File: src/rtl/rotmask_pkg.sv
package rotmask_pkg;
  localparam int OPC_W = 6;
  localparam int IDX_W = 5;

  // Field layout: the word's MSB-first bit 0 sits at the struct's top
  typedef struct packed {
    logic [OPC_W-1:0] opc;
    logic [IDX_W-1:0] src_idx;
    logic [IDX_W-1:0] dst_idx;
    logic [IDX_W-1:0] rot_amt;
    logic [IDX_W-1:0] mask_lo_pos;
    logic [IDX_W-1:0] mask_hi_pos;
    logic             rec;
  } mform_fields_t;

  // Condition flag positions inside the 4-bit field
  localparam int CF_LT = 3;
  localparam int CF_GT = 2;
  localparam int CF_EQ = 1;
  localparam int CF_SO = 0;
endpackage

File: src/rtl/rotmask_decode.sv
module rotmask_decode
  import rotmask_pkg::*;
#(
  parameter int INSTR_W = 32,
  parameter int OPC_VAL = 21
) (
  input  logic [INSTR_W-1:0] instr,
  output mform_fields_t      fields,
  output logic               legal
);
  always_comb begin
    fields = mform_fields_t'(instr);
    legal  = (fields.opc == OPC_W'(OPC_VAL));
  end
endmodule

File: src/rtl/rotmask_rotator.sv
module rotmask_rotator #(
  parameter int W = 32,
  localparam int SH_W = $clog2(W)
) (
  input  logic [W-1:0]    din,
  input  logic [SH_W-1:0] amt,
  output logic [W-1:0]    dout
);
  logic [W-1:0] stage [SH_W+1];

  assign stage[0] = din;

  // Log-depth barrel: stage s rotates by 2**s when amt[s] is set
  for (genvar s = 0; s < SH_W; s++) begin : g_stage
    localparam int STEP = 1 << s;
    assign stage[s+1] = amt[s] ? {stage[s][W-1-STEP:0], stage[s][W-1:W-STEP]}
                               : stage[s];
  end

  assign dout = stage[SH_W];
endmodule

File: src/rtl/rotmask_maskgen.sv
module rotmask_maskgen #(
  parameter int W = 32,
  localparam int SH_W = $clog2(W)
) (
  input  logic [SH_W-1:0] lo_pos,
  input  logic [SH_W-1:0] hi_pos,
  output logic [W-1:0]    mask
);
  logic wraps;
  assign wraps = (lo_pos > hi_pos);

  // Position p counts from the MSB, so it lands on bit index W-1-p
  for (genvar p = 0; p < W; p++) begin : g_pos
    localparam logic [SH_W-1:0] POS = SH_W'(p);
    logic at_or_after_lo, at_or_before_hi;
    assign at_or_after_lo  = (POS >= lo_pos);
    assign at_or_before_hi = (POS <= hi_pos);
    assign mask[W-1-p] = wraps ? (at_or_after_lo | at_or_before_hi)
                               : (at_or_after_lo & at_or_before_hi);
  end
endmodule

File: src/rtl/rotmask_exec_unit.sv
module rotmask_exec_unit
  import rotmask_pkg::*;
#(
  parameter int XLEN    = 64,
  parameter int WORD_W  = 32,
  parameter int INSTR_W = 32,
  parameter int OPC_VAL = 21
) (
  input  logic               clk,
  input  logic               rst,
  input  logic               in_valid,
  input  logic [INSTR_W-1:0] instr_word,
  input  logic [XLEN-1:0]    src_value,
  input  logic               so_in,
  output logic [XLEN-1:0]    out_dest_value,
  output logic [IDX_W-1:0]   out_dest_idx,
  output logic               out_dest_we,
  output logic [3:0]         out_cond,
  output logic               out_cond_we,
  output logic               out_illegal
);
  localparam int SH_W = $clog2(WORD_W);

  // Signed compare of a word against zero, packed as {LT, GT, EQ}
  function automatic logic [2:0] cmp_zero(input logic [WORD_W-1:0] w);
    logic is_zero, is_neg;
    is_zero = (w == '0);
    is_neg  = w[WORD_W-1];
    return {is_neg, !is_neg && !is_zero, is_zero};
  endfunction

  mform_fields_t     dec_fields;
  logic              dec_legal;
  logic [SH_W-1:0]   dbg_lo_pos, dbg_hi_pos;
  logic [WORD_W-1:0] rot_word, mask_word, masked_word;
  logic [2:0]        cmp_flags;

  rotmask_decode #(.INSTR_W(INSTR_W), .OPC_VAL(OPC_VAL)) u_decode (
    .instr (instr_word),
    .fields(dec_fields),
    .legal (dec_legal)
  );

  assign dbg_lo_pos = SH_W'(dec_fields.mask_lo_pos);
  assign dbg_hi_pos = SH_W'(dec_fields.mask_hi_pos);

  rotmask_rotator #(.W(WORD_W)) u_rotator (
    .din (src_value[WORD_W-1:0]),
    .amt (SH_W'(dec_fields.rot_amt)),
    .dout(rot_word)
  );

  rotmask_maskgen #(.W(WORD_W)) u_maskgen (
    .lo_pos(dbg_lo_pos),
    .hi_pos(dbg_hi_pos),
    .mask  (mask_word)
  );

  assign masked_word = rot_word & mask_word;
  assign cmp_flags   = cmp_zero(masked_word);

  always_ff @(posedge clk) begin
    if (rst) begin
      out_dest_value <= '0;
      out_dest_idx   <= '0;
      out_dest_we    <= 1'b0;
      out_cond       <= '0;
      out_cond_we    <= 1'b0;
      out_illegal    <= 1'b0;
    end else begin
      out_dest_we <= in_valid && dec_legal;
      out_cond_we <= in_valid && dec_legal && dec_fields.rec;
      out_illegal <= in_valid && !dec_legal;
      if (in_valid && dec_legal) begin
        out_dest_value <= XLEN'(masked_word);
        out_dest_idx   <= dec_fields.dst_idx;
        if (dec_fields.rec) begin
          out_cond <= {cmp_flags, so_in};
        end
      end
    end
  end
endmodule

File: config.mk
export PLATFORM = sky130hd
export DESIGN_NAME = rotmask_exec_unit
export DESIGN_NICKNAME = d
export VERILOG_FILES = /design/src/rtl/rotmask_pkg.sv /design/src/rtl/rotmask_decode.sv /design/src/rtl/rotmask_rotator.sv /design/src/rtl/rotmask_maskgen.sv /design/src/rtl/rotmask_exec_unit.sv
export SDC_FILE = /design/constraint.sdc
export NUM_CORES = 1
export LEC_CHECK = 0
export BUFFER_PORTS_ARGS = -buffer_cell sky130_fd_sc_hd__buf_2
export CORE_MARGIN = 10
export CORE_UTILIZATION = 55
export DETAILED_ROUTE_END_ITERATION = 10
export GPL_TIMING_DRIVEN = 0
export PLACE_DENSITY = 0.88
export SYNTH_ARGS = -nofsm -noshare
export SYNTH_HDL_FRONTEND = slang
export SYNTH_SLANG_ARGS = --single-unit
File: constraint.sdc
create_clock -name clk -period 11 [get_ports clk]
set_input_delay 1.65 -clock clk [delete_from_list [all_inputs] [get_ports clk]]
set_output_delay 1.65 -clock clk [all_outputs]
set_load 0.02 [all_outputs]
==> results by group <==
Critical path
  • Worst EP arrival: 5.54 ns
  • Startpoint Class: input port
  • Worst R2R Path Depth: 2
  • Critical path class: input port to flip-flop
  • Reg2reg end: out_dest_value[27]$_SDFFE_PP0P_
  • Worst R2R Setup Slack: 10.31 ns
  • Peak fanout along the critical path: 10
  • Worst endpoint required time: 11.20 ns
  • Launching point of the worst reg2reg path: out_dest_value[27]$_SDFFE_PP0P_
  • Nature of the critical path endpoint: flip-flop

Placement
  • Post-Place Cell Area: 0.00536 mm2
  • Gpl congestion: 1.05
  • PortBufs: 100
  • Pre-CTS WS: 5.46 ns
  • Final HPWL DP: 15200 um
  • Dpl cells: 892

Pwr
  • Pwr dens: 94.6 mW/mm2
  • Worst vdd ir: 64.5 uV
  • P_leak: 2.28 nW

Yosys
  • Area contributors post-synth: dfxtp_1 19%, o22ai_1 9.8%, nand2_1 6.7%
  • Synth Instances: 656
  • Mapped Area: 0.00461 mm2
  • Post-synthesis async set-or-reset flop share: 0%
  • Yosys top cell by area: dfxtp_1
  • Post-synth cell types: 59
  • Synth Flop Type: dfxtp_1
  • Post-synth EDFFs: 0
  • #FFs+latches synth: 44
  • Yosys top cell area share: 19.1%
  • Sequential cell area fraction in the yosys report: 19.1%
  • Synth warnings: 0
  • Post-synth top cells: 82 x nand2_1, 77 x nor2_1, 72 x o22ai_1
  • Most common cell in the synthesized netlist: nand2_1
  • Mean Syn Cell Area: 7.03 um2

Clock tree
  • Hold buffer count at CTS: 0
  • CTS Buf Count: 5
  • CTS resizes: 0
  • Max Buffers Root-to-Sink: 2
  • Clock root buffer: clkbuf_8
  • CTS tree: built
  • Post CTS Setup Buffer Count: 0
  • H-tree depth: 2
  • Clock Sinks: 44
  • Clock-pin slew on the worst setup and hold paths: 0.08 ns
  • Worst skew pair latency: 0.30 ns

Finish
  • Layout cell share with drive strength beyond 1: 23.5%
  • Number of diodes: 0
  • Multi-input logic area: 0.00334 mm2
  • Fill count: 766
  • Post-Layout Inst Area: 0.00547 mm2
  • Final nets: 899
  • FF/Latch Area: 881 um2
  • Final non-filler cell total: 900
  • Synthesis-to-layout area growth: 18.6%

STA
  • Post-route clock period utilization: 48.5%
  • Fmax: 187 MHz
  • Final Setup Violations: 0
  • Setup TNS: 0 ns
  • Worst relative slew slack: 42.7%
  • Slew of the pin with the lowest slew margin: 0.852 ns
  • Fin. max-slew vios: 0
  • Final hold vios: 0
  • Period minus WS final: 5.34 ns
  • Post-route setup slack: 5.66 ns
  • RSZ-0062 raised after global routing: false
  • Clock Skew: 0 ns

Floorplan
  • Die area: 0.0124 mm2
  • # IOs: 176
  • Core Region: 0.00818 mm2
  • Rows: 33
  • DIE HEIGHT: 112 um
  • Starting Density: 56.4%
  • Die width: 112 um

Routing
  • 1st-pass router iterations: 6
  • Antenna violation net count after detailed routing: 0
  • Vias per inst: 6.33
  • Via count: 5701
  • Final WL: 18800 um
  • Wire per inst: 20.9 um
  • Initial DRC count: 601
  • Number of remaining DRC errors: 0

Flow run
  • Max_cap viols: 0

Global routing
  • Pin count of the biggest net entering global routing: 14
  • Grt total ovfl: 0
  • Total track usage: 27.8%
  • Vias in the first global route: 5492
  • First-pass GRT wire length: 29200 um
  • Antenna violations before repair: 0

Worst hold path
  • Hold Path Depth: 2
  • Worst hold path class: flip-flop to flip-flop
  • HP Start: out_dest_idx[0]$_SDFFE_PP0P_
  • Hold worst-path end: out_dest_idx[0]$_SDFFE_PP0P_

Run status
  • Outcome: finished clean
## worst max-delay path by stage
| stage | startpoint | end | slack, ns | cells past startpoint |
|---|---|---|---|---|
| 2_1_floorplan | instr_word[2] | out_cond[2]$_SDFFE_PP0P_ | 6.11 | 13 |
| 3_3_place_gp | instr_word[2] | out_cond[2]$_SDFFE_PP0P_ | 5.56 | 15 |
| 3_5_place_dp | instr_word[2] | out_cond[2]$_SDFFE_PP0P_ | 5.46 | 15 |
| 4_1_cts | instr_word[2] | out_cond[2]$_SDFFE_PP0P_ | 5.77 | 15 |
| 5_1_grt | instr_word[2] | out_cond[2]$_SDFFE_PP0P_ | 5.49 | 15 |
| 6_report | instr_word[2] | out_cond[2]$_SDFFE_PP0P_ | 5.66 | 15 |
## layer usage
metal  vias up  part of all wire, %  track usage, %
met2       390                   46            46.0
li1       2628                    -               -
met5         -                    0               0
met1      2616                   39            33.8
met4         0                  4.5            13.0
met3        67                  9.9            5.90
## registers in the layout, indices dropped and copies added, names as in the netlist
| name | cells |
|---|---|
| out_dest_value | 32 |
| out_dest_idx | 5 |
| out_cond | 4 |
| out_cond_we | 1 |
| out_dest_we | 1 |
| out_illegal | 1 |
## critical path, stage by stage
cell and delay [ns]:
buf_2 0.10, clkbuf_1 0.40, inv_1 0.10, ha_1 0.34
nor2b_1 0.14, o21ai_0 0.23, a32o_1 0.22, clkbuf_1 0.41
buf_1 0.45, maj3_1 0.28, a211oi_1 0.09, nor4_1 0.31
nand4_1 0.12, or4_1 0.46, a32o_1 0.23
## power breakdown
group | internal [mW] | leakage (nW) | total [mW] | switching [mW]
Combinational | 0.0851 | 1.87 | 0.232 | 0.147
Clock | 0.0674 | 0.0552 | 0.125 | 0.0573
Sequential | 0.160 | 0.355 | 0.160 | 0.000345
Total | 0.312 | 2.28 | 0.517 | 0.205
## kinds of logic (layout without fill, tap and decap cells)
logic type / Yosys count / count (layout) / synth area share, %
and+or+nand+nor: 238 / 238 / 23.4
AOI/OAI and AO/OA: 209 / 209 / 29.2
buffers and inverters: 95 / 203 / 10.9
DFF: 44 / 44 / 19.1
muxes: 43 / 43 / 11.3
adders and majority gates: 26 / 26 / 5.92
other: 1 / 32 / 0.0813
## area by class of cell
type | instances | area share (%)
flip-flops and latches | 44 | 16.1
plain buffers | 89 | 8.81
clock buffers | 6 | 1.33
repair buffers | 100 | 9.16
multi-input cells | 548 | 61.1
well taps | 105 | 2.40
clock inverters | 2 | 0.641
inverters | 6 | 0.412
## cell usage in the layout, fill, tap and decap left out, types with 11 or more instances in the layout
| cell | count |
|---|---|
| o21ai_0 | 20 |
| a21oi_1 | 54 |
| mux2_2 | 22 |
| nand2b_1 | 11 |
| buf_2 | 103 |
| nor2_1 | 77 |
| buf_4 | 32 |
| clkbuf_1 | 42 |
| maj3_1 | 21 |
| o22ai_1 | 72 |
| nor3_1 | 13 |
| nand2_1 | 82 |
| dfxtp_1 | 44 |
| mux2i_1 | 11 |
| conb_1 | 32 |
| buf_1 | 11 |
## per-stage QoR
stage	hold WS (ns)	total power, mW	util, %
after floorplan	0.534	0.319	-
after global placement	0.440	0.383	65.5
after detailed placement	0.443	0.384	65.5
after CTS	0.455	0.506	66.9
after global routing	0.476	0.535	66.9
final	0.455	0.517	66.9
No activity file was read; power rests on OpenSTA's default activity.
